### config.mk
export PLATFORM = sky130hd
export DESIGN_NAME = fio_out_select
export DESIGN_NICKNAME = d
export VERILOG_FILES = /design/src/rtl/fio_pkg.sv /design/src/rtl/fio_tick_edge.sv /design/src/rtl/fio_rate_gen.sv /design/src/rtl/fio_irq_latch.sv /design/src/rtl/fio_out_select.sv
export SDC_FILE = /design/constraint.sdc
export NUM_CORES = 1
export LEC_CHECK = 0
export ABC_AREA = 1
export ABC_CLOCK_PERIOD_IN_PS = 2160
export BUFFER_PORTS_ARGS = -buffer_cell sky130_fd_sc_hd__buf_2
export CORE_AREA = 2 2 58 60
export CTS_BUF_LIST = sky130_fd_sc_hd__clkbuf_16
export DETAILED_ROUTE_END_ITERATION = 16
export DIE_AREA = 0 0 60 62
export GPL_ROUTABILITY_DRIVEN = 1
export HOLD_SLACK_MARGIN = 0.12
export PLACE_DENSITY = 0.72
export SLEW_MARGIN = 20
export SYNTH_ARGS = -nofsm -noshare
export SYNTH_HDL_FRONTEND = slang
export SYNTH_HIERARCHICAL = 1
export SYNTH_SLANG_ARGS = --single-unit
### constraint.sdc
create_clock -name clk -period 2.16 [get_ports clk]
set_input_delay 0.108 -clock clk [delete_from_list [all_inputs] [get_ports clk]]
set_output_delay 0.108 -clock clk [all_outputs]
set_load 0.1 [all_outputs]
### src/rtl/fio_pkg.sv
package fio_pkg;

    typedef enum logic [1:0] {
        MODE_IRQ  = 2'b00,
        MODE_FAST = 2'b01,
        MODE_MID  = 2'b10,
        MODE_SLOW = 2'b11
    } fio_mode_e;

    typedef struct packed {
        logic fast;
        logic mid;
        logic slow;
    } fio_srcs_t;

    function automatic logic fio_pick(input fio_mode_e mode,
                                      input fio_srcs_t srcs,
                                      input logic      pend);
        logic r;
        case (mode)
            MODE_FAST: r = srcs.fast;
            MODE_MID:  r = srcs.mid;
            MODE_SLOW: r = srcs.slow;
            default:   r = ~pend;
        endcase
        return r;
    endfunction

endpackage

### src/rtl/fio_tick_edge.sv
module fio_tick_edge (
    input  logic clk,
    input  logic rst,
    input  logic wave_in,
    output logic wave_q,
    output logic tick
);
    logic wave_d;

    always_ff @(posedge clk) begin
        if (rst) begin
            wave_q <= 1'b0;
            wave_d <= 1'b0;
        end else begin
            wave_q <= wave_in;
            wave_d <= wave_q;
        end
    end

    assign tick = wave_q & ~wave_d;

    a_r10_tick_single: assert property (@(posedge clk) disable iff (rst)
        tick |=> !tick);

endmodule

### src/rtl/fio_rate_gen.sv
module fio_rate_gen #(
    parameter int TB_HZ  = 32768,
    parameter int MID_HZ = 100
) (
    input  logic clk,
    input  logic rst,
    input  logic tick,
    output logic mid_out,
    output logic slow_out
);
    localparam int ACC_W  = $clog2(TB_HZ);
    localparam int HALF   = TB_HZ / 2;
    localparam int CNT_W  = (HALF > 1) ? $clog2(HALF) : 1;

    logic [ACC_W-1:0] acc_q;
    logic [ACC_W:0]   acc_sum;
    logic [ACC_W-1:0] acc_nxt;
    logic [CNT_W-1:0] cnt_q;
    logic             slow_q;

    always_comb begin
        acc_sum = {1'b0, acc_q} + (ACC_W+1)'(MID_HZ);
        if (acc_sum >= (ACC_W+1)'(TB_HZ))
            acc_nxt = ACC_W'(acc_sum - (ACC_W+1)'(TB_HZ));
        else
            acc_nxt = acc_sum[ACC_W-1:0];
    end

    always_ff @(posedge clk) begin
        if (rst) begin
            acc_q  <= '0;
            cnt_q  <= '0;
            slow_q <= 1'b0;
        end else if (tick) begin
            acc_q <= acc_nxt;
            if (cnt_q == CNT_W'(HALF - 1)) begin
                cnt_q  <= '0;
                slow_q <= ~slow_q;
            end else begin
                cnt_q <= cnt_q + 1'b1;
            end
        end
    end

    assign mid_out  = ({1'b0, acc_q} >= (ACC_W+1)'(HALF));
    assign slow_out = slow_q;

    a_r7_acc_still: assert property (@(posedge clk) disable iff (rst)
        !tick |=> $stable(acc_q));
    a_r8_slow_still: assert property (@(posedge clk) disable iff (rst)
        !tick |=> $stable(slow_q));

endmodule

### src/rtl/fio_irq_latch.sv
module fio_irq_latch (
    input  logic clk,
    input  logic rst,
    input  logic alarm,
    input  logic ack,
    output logic pend
);
    always_ff @(posedge clk) begin
        if (rst)        pend <= 1'b0;
        else if (alarm) pend <= 1'b1;
        else if (ack)   pend <= 1'b0;
    end

    a_r3_pend_holds: assert property (@(posedge clk) disable iff (rst)
        (pend && !ack) |=> pend);
    a_r4_alarm_wins: assert property (@(posedge clk) disable iff (rst)
        alarm |=> pend);

endmodule

### src/rtl/fio_out_select.sv
module fio_out_select
    import fio_pkg::*;
#(
    parameter int TB_HZ  = 32768,
    parameter int MID_HZ = 100
) (
    input  logic       clk,
    input  logic       rst,
    input  logic       tb_wave,
    input  logic [1:0] sel_field,
    input  logic       alarm_evt,
    input  logic       irq_ack,
    output logic       fio_pin
);
    logic      wave_q;
    logic      tick;
    logic      pend;
    fio_srcs_t srcs;
    fio_mode_e mode_q;
    logic      pin_q;

    fio_tick_edge u_edge (
        .clk     (clk),
        .rst     (rst),
        .wave_in (tb_wave),
        .wave_q  (wave_q),
        .tick    (tick)
    );

    fio_rate_gen #(
        .TB_HZ  (TB_HZ),
        .MID_HZ (MID_HZ)
    ) u_rates (
        .clk      (clk),
        .rst      (rst),
        .tick     (tick),
        .mid_out  (srcs.mid),
        .slow_out (srcs.slow)
    );

    fio_irq_latch u_irq (
        .clk   (clk),
        .rst   (rst),
        .alarm (alarm_evt),
        .ack   (irq_ack),
        .pend  (pend)
    );

    assign srcs.fast = wave_q;

    always_ff @(posedge clk) begin
        if (rst) begin
            mode_q <= MODE_IRQ;
            pin_q  <= 1'b1;
        end else begin
            if (tick) mode_q <= fio_mode_e'(sel_field);
            pin_q <= fio_pick(mode_q, srcs, pend);
        end
    end

    assign fio_pin = pin_q;

    a_r9_mode_on_tick: assert property (@(posedge clk) disable iff (rst)
        !tick |=> $stable(mode_q));
    a_r2_idle_high: assert property (@(posedge clk) disable iff (rst)
        (mode_q == MODE_IRQ && !pend) |=> fio_pin);
    a_r3_pin_low: assert property (@(posedge clk) disable iff (rst)
        (mode_q == MODE_IRQ && pend) |=> !fio_pin);

endmodule

-- Word-level counts from Yosys, hierarchy flattened
Index checks and enable logic that the tools add are counted.
- bits in registers: 36
- latch bits: 0
- bits in writable memories: 0
- bits in read-only memories: 0
- bits of input ports: 7
- output and inout port bits: 1
- logic and storage cells: 28
- memories: 0
- add/subtract/negate cells: 3
- multipliers: 0
- div/mod/pow operators: 0
- $lt $le $gt $ge: 2
- equal/unequal tests: 4
- shift operators: 0
- multiplexer cells: 5
- bitwise operators: 4
- reductions and logical operators: 2
- operator list (operator ; number):
    adder 15 x 7 -> 16 bit, second input constant ; 1
    >= comparator 16 bit, second input constant ; 1
    >= comparator 15 bit, second input constant ; 1
    two-way mux 15 bit ; 1
    subtractor 15 x 1 -> 15 bit, second input constant ; 1
    adder 14 x 1 -> 14 bit, second input constant ; 1
    == test 14 bit, second input constant ; 1
    two-way mux 14 bit ; 1
    == test 2 bit, second input constant ; 2
    inverter 1 bit ; 3
    case mux 1 bit (3 select lines) ; 1
    == test 2 x 1 -> 1 bit, second input constant ; 1
    two-way mux 1 bit ; 2
    AND reduction 2 bit ; 1
    nonzero test 2 bit ; 1
    AND 1 bit ; 1

-- Logic depth before layout (Yosys ltp)
- depth after elaboration: 3
- mapped depth: 11
- depth with buffers taken out: 10

-- Modules after synthesis
Netlist, hierarchy kept.
- modules (own cells, without submodules) (module ; instances ; cells an instance ; area an instance (µm²) ; sequential area each (µm²)):
    fio_rate_gen ; 1 ; 211 ; 1452.6 ; 560.5
    fio_out_select ; 1 ; 20 ; 133.9 ; 60.1
    fio_tick_edge ; 1 ; 7 ; 58.8 ; 40.0
    fio_irq_latch ; 1 ; 5 ; 40.0 ; 20.0

-- Worst setup path after synthesis
Ideal clock, no wire load.
- kind: reg2reg
- start: reg u_edge.wave_q
- end: reg u_rates.cnt_q[9]
- setup time: 0.111 ns
- arrival time: 1.138 ns
- required time: 2.049 ns
- path slack: 0.911 ns
- cell stages (with the launch flop): 11
- buffers on the path: 1
- period minus slack after synthesis: 1.249 ns
- path through: dfxtp_1 > inv_1 > nor2_1 > buf_6 > nand2_4 > nor2_4 > nand2_4 > nor2_4 > nor2_2 > inv_2 > nor2_1
- cells in the longest elaborated chain, start to end: 1
- RTL lines (item ; RTL line ; source):
    start, declared ; fio_tick_edge.sv:5 ; output logic wave_q,
    start signal, assigned ; fio_tick_edge.sv:15 ; wave_q <= wave_in;
    AND 1 bit ; fio_tick_edge.sv:20 ; assign tick = wave_q & ~wave_d;
    via tick ; fio_out_select.sv:16 ; logic tick;
    end signal, assigned ; fio_rate_gen.sv:40 ; cnt_q <= cnt_q + 1'b1;
    end, declared ; fio_rate_gen.sv:18 ; logic [CNT_W-1:0] cnt_q;
The timed path passes the listed nets, and every way through them passes these cells.
A chain may end at the register's enable or synchronous reset.

-- Worst setup path in the final report
- start: reg u_edge.wave_q
- end: reg u_rates.cnt_q[7]
Same word-level chain as after synthesis.

==> results.cfg <==
[route]
wl_per_cell_um = 10.2
drc = 0
postRouteAntennaNets = 0
num_vias = 1417
avgViaCountPerCell = 4.65
initialDrtViolationCount = 77
dr.pass1.iters = 4
totalWireLength_mm = 3.12

[logic_synthesis]
synthTopCellsByArea = dfxtp_1 40%, nand2_1 12%, inv_1 8.2%
synth_cell_types = 25
syn_inst = 243
syn_area_um2 = 1690
synth_nets = 253
yosys_warnings = 6
syn_area_per_cell_um2 = 6.94
synth_area_leader_cell = dfxtp_1
netlist.area_leader.share = 0.404
ys_seq_area_frac = 0.404
ys_seq_elements = 34

[floorplanning]
fp.dieH_um = 62
start_util = 0.530
coreArea_um2 = 3180
fp.dieW_um = 60
num_rows = 21
dieArea_um2 = 3720
ios = 8

[power_and_ir_drop]
leakagePower_nw = 0.808
p_total_mw = 1.40
peakVddDrop_v = 0.000353
powerDensity_nw_per_um2 = 724

[critical_path]
cp_slowest_cell = dfxtp_1
startpoint_type = flip-flop
critPathKind = flip-flop to flip-flop
worstPathCellList = inv_1 -> nor2_1 -> buf_4 -> nand2_4 -> nor2_4 -> nand2_4 -> nor2_4 -> nor2_2 -> inv_2 -> nor2_1
cp_max_fo = 17
slowest_delay_ps = 320
r2r_setup_slack_ps = 720
worst_ep_arrival_time_ps = 1600
required_ps = 2320
endpoint_kind = flip-flop

[cts]
clockRootBuffer = clkbuf_16
post-cts-setup-buffers = 0
cts_tree = built
clock_latency_ps = 270
clkTransAtPathRegs_ps = 50
tritoncts.num_buffers = 5
clockBufferDepth = 2
cts_sinks = 34
cts-htree-levels = 2

[layout]
multiInputGateArea_um2 = 830
finalNetCount = 268
syn2layout_area_growth_pct = 14.9
drive_above_1_share = 0.131
final_cells = 305
seq_area_um2 = 681
nFillCells = 300
antennaDiodeCount = 0
design_area_um2 = 1940

[timing]
fin_hold_ws_ps = 145
worst_pin_slew_ps = 474
setup_viol = 0
period_minus_slack_ps = 1440
fin_skew_ps = 4.07
period_share = 0.666
grt_setup_unrepaired = no
finalSetupTns_ps = 0
hold_violations = 0
slew_viol_final = 0
fmax_ghz = 0.695
slew_headroom = 0.684

[global_route]
grt_usage = 0.181
first_global_vias = 1236
grt_overflow = 0
grt_max_degree = 18
grt_antenna_before_repair = 0
grt_first_pass_wirelength_mm = 4.98

[run]
cap_violations = 0

[place]
dpl_cell_area_um2 = 1760
gp_congestion = 0.777
hpwl_mm = 2.18
io_buffer_count = 7
post-place-cells = 293

[outcome]
status = complete, no violations

[worst_hold_path]
min-delay-path-class = input port to flip-flop
==> cells in the final DEF (no fill, tap or decap) <==
cell type / n
a21oi_1: 14
a21oi_2: 1
a31oi_1: 1
buf_2: 7
buf_4: 1
clkbuf_16: 5
clkinv_1: 3
dfxtp_1: 34
dlygate4sd3_1: 4
ha_1: 3
inv_1: 37
inv_2: 3
nand2_1: 53
nand2_2: 8
nand2_4: 2
nand3_1: 11
nand4_1: 4
nor2_1: 34
nor2_2: 2
nor2_4: 5
nor3_1: 4
nor4_1: 1
o21ai_0: 13
o21ai_1: 2
o21bai_1: 3
o221ai_1: 1
xor2_1: 3
==> cells in the mapped netlist, drive strengths merged <==
| master | n |
|---|---|
| nor3 | 4 |
| nand4 | 4 |
| a21oi | 15 |
| o221ai | 1 |
| ha | 3 |
| o21ai | 15 |
| a31oi | 1 |
| nor4 | 1 |
| o21bai | 3 |
| nand2 | 63 |
| buf | 3 |
| clkbuf | 1 |
| nor2 | 41 |
| dfxtp | 34 |
| nand3 | 11 |
| inv | 40 |
| xor2 | 3 |
==> worst max-delay path: cells and delay by family (launching register included) <==
kind                   cells  cell delay [ps]
and+or+nand+nor            7              630
buffers and inverters      3              380
DFF                        1              320
==> state kept, by name, summed over array words and instances (netlist names) <==
| register | flops |
|---|---|
| mode_q | 2 |
| fio_pin | 1 |
| u_irq/pend | 1 |
| u_edge/wave_q | 1 |
| u_rates/cnt_q | 14 |
| u_rates/acc_q | 13 |
| u_rates/slow_out | 1 |
| u_edge/wave_d | 1 |
==> worst paths after layout <==
path                                                     start                        endpoint  depth (start not counted)
worst max-delay path                  u_edge/wave_q$_SDFF_PP0_   u_rates/cnt_q[7]$_SDFFE_PP0P_                         10
worst min-delay path                                       rst        u_edge/wave_q$_SDFF_PP0_                          2
worst max register to register        u_edge/wave_q$_SDFF_PP0_   u_rates/cnt_q[7]$_SDFFE_PP0P_                         10
worst min register to register  u_rates/acc_q[13]$_SDFFE_PP0P_  u_rates/acc_q[13]$_SDFFE_PP0P_                          2
==> final cells by class <==
| cell class | count | share of cell area |
|---|---|---|
| Multi-Input combinational cell | 165 | 0.428 |
| Clock inverter | 3 | 0.00581 |
| Tap cell | 46 | 0.0297 |
| Inverter | 40 | 0.0775 |
| Sequential cell | 34 | 0.351 |
| Clock buffer | 5 | 0.0646 |
| Timing Repair Buffer | 12 | 0.0426 |
==> cells by family after synthesis <==
family	after synthesis	share of synthesized area
buffers and inverters	44	0.104
AO/OA/AOI/OAI	35	0.114
XOR/XNOR	3	0.0156
flip-flops	34	0.404
adder cells (fa/ha/maj)	3	0.0223
AND/OR/NAND/NOR	124	0.341
==> timing repair <==
action	in CTS	in global routing
resized for setup	0	0
hold buffers	4	0
endpoints found under the hold margin	3	0
==> layer usage <==
layer	up-vias	global-route usage	part of all wire	wire length, um
met2	10	0.297	0.49	1530
met1	619	0.218	0.48	1490
met4	0	0.0857	0.011	34
met3	2	0.0559	0.024	74
li1	786	-	-	-
met5	-	0	0	0
==> per-stage QoR <==
stage / worst slack (ps) / utilization
6_report: 721 / 0.609
5_1_grt: 552 / 0.609
4_1_cts: 716 / 0.609
3_5_place_dp: 723 / 0.554
3_3_place_gp: 795 / 0.554
2_1_floorplan: 911 / -
==> power breakdown <==
group | switching (mW) | internal [mW] | total [mW]
registers | 0.0110 | 0.645 | 0.656
logic | 0.0645 | 0.0319 | 0.0964
clock network | 0.237 | 0.414 | 0.650
Note: power is estimated with default switching activity, not from simulation.
